<file path="config.mk">
export PLATFORM = sky130hd
export DESIGN_NAME = tagged_lut_pe
export DESIGN_NICKNAME = d
export VERILOG_FILES = /design/src/rtl/pe_cell_pkg.sv /design/src/rtl/pe_half_lut.sv /design/src/rtl/pe_merge.sv /design/src/rtl/tagged_lut_pe.sv
export SDC_FILE = /design/constraint.sdc
export NUM_CORES = 1
export LEC_CHECK = 0
export BUFFER_PORTS_ARGS = -buffer_cell sky130_fd_sc_hd__clkbuf_2
export CAP_MARGIN = 5
export CORE_MARGIN = 2
export CORE_UTILIZATION = 30
export CTS_CLUSTER_DIAMETER = 120
export DETAILED_ROUTE_END_ITERATION = 12
export PLACE_DENSITY = 0.52
export SLEW_MARGIN = 10
export SYNTH_ARGS = -nofsm -noshare
export SYNTH_HDL_FRONTEND = slang
export SYNTH_SLANG_ARGS = --single-unit
</file>
<file path="constraint.sdc">
create_clock -name clk -period 2.64 [get_ports clk]
set_input_delay 0.264 -clock clk [delete_from_list [all_inputs] [get_ports clk]]
set_output_delay 0.264 -clock clk [all_outputs]
set_load 0.02 [all_outputs]
</file>
<file path="src/rtl/pe_cell_pkg.sv">
package pe_cell_pkg;

    // Direction in which a path folds its product into the running sum.
    typedef enum logic {
        OP_ADD = 1'b0,
        OP_SUB = 1'b1
    } acc_op_e;

endpackage

</file>
<file path="src/rtl/pe_half_lut.sv">
// Dual-read-port table of coefficient products. Entry a holds COEF times
// the value obtained by placing bit j of a at bit position 2j.
module pe_half_lut #(
    parameter int HW   = 4,
    parameter int TW   = 16,
    parameter int COEF = 91
) (
    input  logic [HW-1:0]        addr_a_i,
    input  logic [HW-1:0]        addr_b_i,
    output logic signed [TW-1:0] data_a_o,
    output logic signed [TW-1:0] data_b_o,
    output logic signed [TW-1:0] msb_w_o
);
    localparam int DEPTH = 1 << HW;

    function automatic int spread(input int a);
        int r;
        r = 0;
        for (int j = 0; j < HW; j++) begin
            if (a[j]) r += (1 << (2 * j));
        end
        return r;
    endfunction

    logic signed [TW-1:0] rom [DEPTH];

    for (genvar g = 0; g < DEPTH; g++) begin : g_entry
        localparam int VAL = COEF * spread(g);
        assign rom[g] = TW'(VAL);
    end

    assign data_a_o = rom[addr_a_i];
    assign data_b_o = rom[addr_b_i];
    // Entry for the top half-bit alone, used for sign correction.
    assign msb_w_o  = rom[DEPTH/2];

endmodule

</file>
<file path="src/rtl/pe_merge.sv">
// Rebuilds the full constant product from the two half-word lookups.
// The odd half carries twice the weight of the even half. The top odd bit is
// the two's-complement sign bit: its table weight is positive, so four times
// its entry is taken away to give it a negative weight.
module pe_merge #(
    parameter int TW = 16,
    parameter int YW = 20
) (
    input  logic signed [TW-1:0] even_i,
    input  logic signed [TW-1:0] odd_i,
    input  logic signed [TW-1:0] msb_w_i,
    input  logic                 sign_bit_i,
    output logic signed [YW-1:0] prod_o
);
    logic signed [YW-1:0] even_x, odd_x, msb_x, fix;

    always_comb begin
        even_x = YW'(even_i);
        odd_x  = YW'(odd_i);
        msb_x  = YW'(msb_w_i);
        fix    = sign_bit_i ? (msb_x <<< 2) : '0;
        prod_o = even_x + (odd_x <<< 1) - fix;
    end

endmodule

</file>
<file path="src/rtl/tagged_lut_pe.sv">
module tagged_lut_pe #(
    parameter int XW         = 8,
    parameter int CW         = 8,
    parameter int YW         = 20,
    parameter int COEF       = 91,
    parameter bit FIRST_CELL = 1'b1
) (
    input  logic          clk,
    input  logic          rst,
    input  logic [XW-1:0] a1_i,
    input  logic [XW-1:0] a1_alt_i,
    input  logic [XW-1:0] a2_i,
    input  logic [XW-1:0] a2_alt_i,
    input  logic [YW-1:0] acc1_i,
    input  logic [YW-1:0] acc2_i,
    input  logic          src_i,
    input  logic          neg_i,
    output logic [XW-1:0] a1_o,
    output logic [XW-1:0] a1_alt_o,
    output logic [XW-1:0] a2_o,
    output logic [XW-1:0] a2_alt_o,
    output logic [YW-1:0] acc1_o,
    output logic [YW-1:0] acc2_o,
    output logic          src_o,
    output logic          neg_o
);
    import pe_cell_pkg::*;

    localparam int HW    = XW / 2;
    localparam int TW    = CW + XW;
    localparam int DEPTH = 4;
    localparam int NPATH = 2;

    typedef struct packed {
        logic [XW-1:0] a1;
        logic [XW-1:0] a1a;
        logic [XW-1:0] a2;
        logic [XW-1:0] a2a;
        logic          src;
        logic          neg;
    } fwd_t;

    typedef struct packed {
        logic [2:0]                     age;
        fwd_t [DEPTH-1:0]               fwd;
        // stage 1: operand selection
        logic [NPATH-1:0][XW-1:0]       s1_op;
        logic [NPATH-1:0][YW-1:0]       s1_acc;
        logic                           s1_neg;
        // stage 2: table access
        logic [NPATH-1:0][TW-1:0]       s2_even;
        logic [NPATH-1:0][TW-1:0]       s2_odd;
        logic [NPATH-1:0][TW-1:0]       s2_msbw;
        logic [NPATH-1:0]               s2_sign;
        logic [NPATH-1:0][YW-1:0]       s2_acc;
        logic                           s2_neg;
        // stage 3: product merge
        logic [NPATH-1:0][YW-1:0]       s3_prod;
        logic [NPATH-1:0][YW-1:0]       s3_acc;
        logic                           s3_neg;
        // stage 4: accumulate
        logic [NPATH-1:0][YW-1:0]       s4_acc;
    } pipe_t;

    pipe_t cur_q, nxt_d;

    logic [NPATH-1:0][HW-1:0]        even_addr, odd_addr;
    logic signed [NPATH-1:0][TW-1:0] lut_even, lut_odd, lut_msbw;
    logic signed [NPATH-1:0][YW-1:0] merged;

    always_comb begin
        for (int p = 0; p < NPATH; p++) begin
            for (int j = 0; j < HW; j++) begin
                even_addr[p][j] = cur_q.s1_op[p][2*j];
                odd_addr[p][j]  = cur_q.s1_op[p][2*j+1];
            end
        end
    end

    for (genvar p = 0; p < NPATH; p++) begin : g_path
        logic signed [TW-1:0] e_w, o_w, m_w;
        logic signed [YW-1:0] prod_w;

        pe_half_lut #(.HW(HW), .TW(TW), .COEF(COEF)) u_lut (
            .addr_a_i (even_addr[p]),
            .addr_b_i (odd_addr[p]),
            .data_a_o (e_w),
            .data_b_o (o_w),
            .msb_w_o  (m_w)
        );

        pe_merge #(.TW(TW), .YW(YW)) u_merge (
            .even_i     (cur_q.s2_even[p]),
            .odd_i      (cur_q.s2_odd[p]),
            .msb_w_i    (cur_q.s2_msbw[p]),
            .sign_bit_i (cur_q.s2_sign[p]),
            .prod_o     (prod_w)
        );

        assign lut_even[p] = e_w;
        assign lut_odd[p]  = o_w;
        assign lut_msbw[p] = m_w;
        assign merged[p]   = prod_w;
    end

    acc_op_e op_d [NPATH];

    always_comb begin
        nxt_d = cur_q;

        if (cur_q.age != 3'd4) nxt_d.age = cur_q.age + 3'd1;

        nxt_d.fwd[0] = '{a1: a1_i, a1a: a1_alt_i, a2: a2_i, a2a: a2_alt_i,
                         src: src_i, neg: neg_i};
        for (int s = 1; s < DEPTH; s++) nxt_d.fwd[s] = cur_q.fwd[s-1];

        nxt_d.s1_op[0]  = src_i ? a1_i : a1_alt_i;
        nxt_d.s1_op[1]  = src_i ? a2_i : a2_alt_i;
        nxt_d.s1_acc[0] = acc1_i;
        nxt_d.s1_acc[1] = acc2_i;
        nxt_d.s1_neg    = neg_i;

        for (int p = 0; p < NPATH; p++) begin
            nxt_d.s2_even[p] = lut_even[p];
            nxt_d.s2_odd[p]  = lut_odd[p];
            nxt_d.s2_msbw[p] = lut_msbw[p];
            nxt_d.s2_sign[p] = cur_q.s1_op[p][XW-1];
            nxt_d.s3_prod[p] = merged[p];
        end
        nxt_d.s2_acc = cur_q.s1_acc;
        nxt_d.s2_neg = cur_q.s1_neg;
        nxt_d.s3_acc = cur_q.s2_acc;
        nxt_d.s3_neg = cur_q.s2_neg;

        op_d[0] = cur_q.s3_neg ? OP_SUB : OP_ADD;
        op_d[1] = FIRST_CELL ? OP_ADD : OP_SUB;
        for (int p = 0; p < NPATH; p++) begin
            nxt_d.s4_acc[p] = (op_d[p] == OP_SUB)
                            ? cur_q.s3_acc[p] - cur_q.s3_prod[p]
                            : cur_q.s3_acc[p] + cur_q.s3_prod[p];
        end
    end

    always_ff @(posedge clk) begin
        if (rst) cur_q <= '0;
        else     cur_q <= nxt_d;
    end

    assign a1_o     = cur_q.fwd[DEPTH-1].a1;
    assign a1_alt_o = cur_q.fwd[DEPTH-1].a1a;
    assign a2_o     = cur_q.fwd[DEPTH-1].a2;
    assign a2_alt_o = cur_q.fwd[DEPTH-1].a2a;
    assign src_o    = cur_q.fwd[DEPTH-1].src;
    assign neg_o    = cur_q.fwd[DEPTH-1].neg;
    assign acc1_o   = cur_q.s4_acc[0];
    assign acc2_o   = cur_q.s4_acc[1];

    // ---------------------------------------------------------------
    // Assertions
    // ---------------------------------------------------------------
    function automatic logic [YW-1:0] mac_ref(input logic [YW-1:0] acc,
                                              input logic [XW-1:0] x,
                                              input logic          sub);
        logic [YW-1:0] p;
        p = YW'($signed(x) * COEF);
        return sub ? acc - p : acc + p;
    endfunction


    a_r1_operands_pass: assert property (@(posedge clk) disable iff (rst)
        (cur_q.age == 3'd4) |-> (a1_o == $past(a1_i, 4)) && (a1_alt_o == $past(a1_alt_i, 4))
                             && (a2_o == $past(a2_i, 4)) && (a2_alt_o == $past(a2_alt_i, 4)));


    a_r2_tags_follow: assert property (@(posedge clk) disable iff (rst)
        (cur_q.age == 3'd4) |-> (src_o == $past(src_i, 4)) && (neg_o == $past(neg_i, 4)));


    a_r4_acc1_signed: assert property (@(posedge clk) disable iff (rst)
        (cur_q.age == 3'd4) |-> acc1_o == mac_ref($past(acc1_i, 4),
            $past(src_i, 4) ? $past(a1_i, 4) : $past(a1_alt_i, 4), $past(neg_i, 4)));


    a_r5_acc2_fixed_sign: assert property (@(posedge clk) disable iff (rst)
        (cur_q.age == 3'd4) |-> acc2_o == mac_ref($past(acc2_i, 4),
            $past(src_i, 4) ? $past(a2_i, 4) : $past(a2_alt_i, 4), !FIRST_CELL));

    // merged table product against the operand two stages earlier
    a_r6_exact_product: assert property (@(posedge clk) disable iff (rst)
        (cur_q.age >= 3'd3) |-> (cur_q.s3_prod[0] == YW'($signed($past(cur_q.s1_op[0], 2)) * COEF))
                             && (cur_q.s3_prod[1] == YW'($signed($past(cur_q.s1_op[1], 2)) * COEF)));


    a_r8_reset_clears: assert property (@(posedge clk)
        rst |=> (acc1_o == '0) && (acc2_o == '0) && (a1_o == '0) && !src_o && !neg_o);

endmodule

</file>
Yosys cells after proc, flatten, opt, wreduce, memory -nomap -nowiden
Memory sizes are Yosys's and may differ from the RTL's. A register that Yosys moved wholly into a read port is not among the register bits.
Cells that the tools add are included.
- bitwise gates (word level): 4
- multiplexer cells: 7
- add/subtract/negate cells: 7
- operators with widths (kind ; count):
    $mux W193 ; 1
    $add A20 B20 Y20 ; 2
    $mux W20 ; 2
    $add A16 B17 Y18 ; 2
    $not A4 Y5 ; 4
    $sub A18 B20 Y20 ; 1
    $sub A20 B20 Y20 ; 1
    $sub A18 B16 Y19 ; 1
    $mux W8 ; 2
    $mux W15 ; 1
    $mux W1 ; 1
- bits in read-only memories: 1024
- memories kept: 4
- flip-flop bits (word level): 383
- output and inout bits: 74
- memories (name ; words ; width ; read ports ; clocked after Yosys merged registers in ; write ports ; line ; RTL):
    (no name shown) ; 16 ; 16 ; 1 ; 1 ; 0 ; pe_half_lut.sv:33 ; assign data_b_o = rom[addr_b_i];
    (no name shown) ; 16 ; 16 ; 1 ; 1 ; 0 ; pe_half_lut.sv:32 ; assign data_a_o = rom[addr_a_i];
    (no name shown) ; 16 ; 16 ; 1 ; 1 ; 0 ; pe_half_lut.sv:33 ;
    (no name shown) ; 16 ; 16 ; 1 ; 1 ; 0 ; pe_half_lut.sv:32 ;

Depth between registers and ports, before layout
- depth in word-level cells: 3
- mapped depth: 14

Hierarchy
A second synthesis with hierarchy kept.
- cell total of the unflattened synthesis: 2030
- area, all modules: 19776.5 µm²
- modules (own cells, without submodules) (module ; instances ; area each (µm²) ; cells an instance):
    tagged_lut_pe ; 1 ; 15033.2 ; 1376
    pe_merge ; 2 ; 1627.8 ; 228
    pe_half_lut (g_path[1].u_lut) ; 1 ; 745.7 ; 102
    pe_half_lut (g_path[0].u_lut) ; 1 ; 742.0 ; 96

Worst setup path after synthesis
No wires, ideal clock.
- path type: reg2reg
- from: reg cur_q[40] in the netlist's numbering
- to: reg cur_q (netlist bit acc1_o[18])
- library setup time: 128 ps
- required time: 2512 ps
- path buffers: 2
- data arrival time: 2720 ps
- period minus slack after synthesis: 2848 ps
- setup slack: -208 ps
- stages on the path, launching flop included: 12
- cells stage by stage: dfxtp_1 > clkbuf_1 > clkbuf_1 > mux2i_1 > fa_1 > a211oi_2 > o211ai_1 > a41oi_2 > o21ai_2 > a311oi_2 > xor2_1 > nor2_1
- word-level cells in the longest chain between the ends: 2
- ends and longest elaborated chain (element ; line ; RTL):
    start: declaration ; tagged_lut_pe.sv:65 ; pipe_t cur_q, nxt_d;
    start signal: assignment ; tagged_lut_pe.sv:146 ; else cur_q <= nxt_d;
    $mux W1 ; tagged_lut_pe.sv:135 ; op_d[0] = cur_q.s3_neg ? OP_SUB : OP_ADD;
    $mux W20 ; tagged_lut_pe.sv:139 ; ? cur_q.s3_acc[p] - cur_q.s3_prod[p]
Every way passes these cells.
A chain may end at the register's enable or synchronous reset.

Worst setup path in the final report
- from: reg cur_q[82] in the netlist's numbering
- to: reg cur_q (netlist bit acc1_o[17])
- word-level cells in the longest chain between the ends: 2
- elaborated cells between the ends (all ways): 3
- classes of those cells: 2 x add/sub; 1 x mux
- ends and longest elaborated chain (element ; line):
    $add A20 B20 Y20 / $sub A20 B20 Y20 (equally long branches) ; tagged_lut_pe.sv:140, tagged_lut_pe.sv:139
    $mux W20 (*) ; tagged_lut_pe.sv:139
Mark *: on every way between the ends. The rest lies on a longest branch, timed or not.

==> results.tsv <==
metric	value	unit
post-route-drc-count	0	
drtPass1Iterations	4	
required	3.06	ns
wl	31.7	mm
p_leak	8.95	nW
path_cells	inv_2 -> ha_4 -> nor3b_4 -> and3_4 -> a21oi_2 -> xnor2_1 -> ha_1 -> buf_6 -> o21ai_0 -> nand2b_1 -> a21oi_2 -> and3b_1 -> a311oi_2 -> xor2_1 -> nor2_1	
synth_top_area_share	50.0	%
synth_nets	1795	
placementRows	84	
path_common_cell	a21oi_2	
power_per_cell_area	850	nW/µm²
cpLargestDelayFamily	simple AND/OR/NAND/NOR gates	
hold_violations	0	
synth_most_common_cell	dfxtp_1	
syn_area_per_cell	9.96	µm²
grt_pass1_vias	10516	
synth_edf_count	0	
post-dp-hpwl	22.1	mm
stdcell_count	2562	
drt-vias-per-instance	4.17	
netlist_top_cells_count	dfxtp_1 (400), nor2b_1 (287), nor2_1 (133)	
multi_input_area	7140	µm²
gp_congestion	0.804	
vdd_drop_max	0.000533	V
final_nets	2028	
antenna_found_initial	1	
clock_latency	0.57	ns
fin_ws	-0.0821	ns
finalCritPeriodShare	103	%
track_usage	11.3	%
seq_area_frac_synth	50.0	%
synth_ff_type	dfxtp_1	
core_area	52700	µm²
fp.dieH	235	µm
drv_slew	0	
start_kind	register	
critical_path.slowest_cell	ha_1	
dp_cells	2392	
wl_per_cell	12.4	µm
max_freq	367	MHz
relSlewSlack	48.3	%
placed_area	17500	µm²
path_class	register to register	
crit_path_max_fanout	4	
vias	10678	
postSynthCellCount	1608	
clock_sinks	400	
grt_max_degree	121	
clock_path_buffers	3	
critPathArrivalTime	3.14	ns
synth-async-reset-ratio	0	%
maxCapViolations	0	
die-area	55300	µm²
start_util	30.4	%
yosys-top-cells-area	dfxtp_1 (50%), nor2b_1 (11%), ha_1 (7.7%), buf_4 (3.4%), nor2_1 (3.1%)	
status	finished, violations left	
drive_above_1_share	22.2	%
area_delta_synth_final	26.5	%
crit_path_max_incr_delay	0.35	ns
die_w	235	µm
grt_pass1_wl	51.8	mm
path_buf_inv	2	
critPathCaptureType	register	
ff_latch_area	8020	µm²
clock_skew	0.0274	ns
ios	150	
violations	negative setup slack	
grt_overflow_total	0	
setup_viol	4	
cts_tree	built	
path_clk_slew	0.06	ns
yosysWarnings	0	
worstMarginPinSlew	0.776	ns
antenna_left	0	
yosysUniqueCellTypes	67	
drtIter0Drc	442	
ys_seq_elements	400	
fin_crit	2.72	ns
hp-class	input pin to register	
yosysTopAreaCell	dfxtp_1	
cts_buffers	45	
final_cell_area	20300	µm²
rsz0062_at_grt	true	
ctsHtreeMaxLevel	2	
syn_area	16000	µm²
io_buffers	149	
nFillCells	5228	
cts-root-buf	clkbuf_16	
## stage by stage
step | hold WS [ns] | setup WS, ns | setup TNS (ns) | power, mW | util [%]
2_1_floorplan | 0.392 | 0.00242 | 0 | 9.52 | -
3_3_place_gp | 0.417 | -0.118 | -0.263 | 10.5 | 33.3
3_5_place_dp | 0.420 | -0.151 | -0.506 | 10.5 | 33.3
4_1_cts | 0.184 | -0.0886 | -0.222 | 17.2 | 37.8
5_1_grt | 0.228 | -0.280 | -1.54 | 18.2 | 38.5
6_report | 0.189 | -0.0821 | -0.207 | 17.2 | 38.5
## logic make-up after synthesis
| group | after synthesis | share of synthesized area (%) |
|---|---|---|
| DFF | 400 | 50.0 |
| adders and majority gates | 111 | 9.23 |
| and+or+nand+nor | 510 | 17.4 |
| AOI/OAI and AO/OA | 217 | 9.32 |
| buffers and inverters | 263 | 7.86 |
| muxes | 32 | 2.08 |
| xor gates and xnor gates | 75 | 4.10 |
## path summary, 6_finish.rpt
kind,start,slack [ns],cells after the start,to
setup reg to reg,cur_q[82],-0.08,15,acc1_o[17]
setup / recovery,cur_q[82],-0.08,15,acc1_o[17]
hold / removal,rst,0.19,2,cur_q[200]
hold reg to reg,cur_q[414],0.43,1,a1_o[3]
## per-layer routing
layer / share of wire [%] / track usage [%]
met2: 50 / 19.6
met5: 0 / 0
met4: 2.7 / 4.09
met1: 44 / 13.6
met3: 4.0 / 2.67
## flip-flops by register name (all words and copies together) (netlist names)
| register | cells |
|---|---|
| cur_q | 326 |
| acc1_o | 20 |
| a1_o | 8 |
| acc2_o | 20 |
| a2_o | 8 |
| neg_o | 1 |
| a2_alt_o | 8 |
| a1_alt_o | 8 |
| src_o | 1 |
## placed cells by master, fill, tap and decap left out, types with 7 or more instances in the layout
cell / count
clkbuf_2: 148
clkinv_2: 7
a21oi_2: 14
nor3_1: 16
inv_1: 125
o21ai_0: 22
a211oi_1: 38
a21o_1: 31
dfxtp_1: 394
xnor2_1: 51
o21ai_2: 7
clkbuf_16: 46
fa_1: 10
clkbuf_1: 8
nand3_1: 9
nand2b_1: 9
ha_1: 88
xor2_1: 22
mux2i_1: 24
buf_4: 92
ha_4: 7
nand2_1: 16
nor2b_1: 287
a21oi_1: 53
dlygate4sd3_1: 73
nor2_1: 133
## final cells by class
| type | instances | area share [%] |
|---|---|---|
| diodes | 1 | 0.0123 |
| clock buffers | 60 | 6.24 |
| clock inverters | 19 | 1.30 |
| inverters | 130 | 2.41 |
| multi-input cells | 945 | 35.2 |
| flip-flops and latches | 400 | 39.6 |
| well taps | 688 | 4.25 |
| repair buffers | 319 | 11.0 |
## report_power, final
| part | switching [mW] | internal (mW) | leakage [nW] |
|---|---|---|---|
| Combinational | 2.09 | 2.02 | 4.90 |
| Sequential | 0.220 | 6.56 | 3.30 |
| Clock | 2.47 | 3.87 | 0.752 |
| Total | 4.78 | 12.4 | 8.95 |
## what timing repair did
action,in CTS,in global routing
pin swaps,18,49
hold endpoints to repair,76,0
setup buffers,4,13
gates resized for setup,24,53
hold buffers,73,0
setup endpoints to repair,16,27
Note: power is estimated with default switching activity, not from simulation.
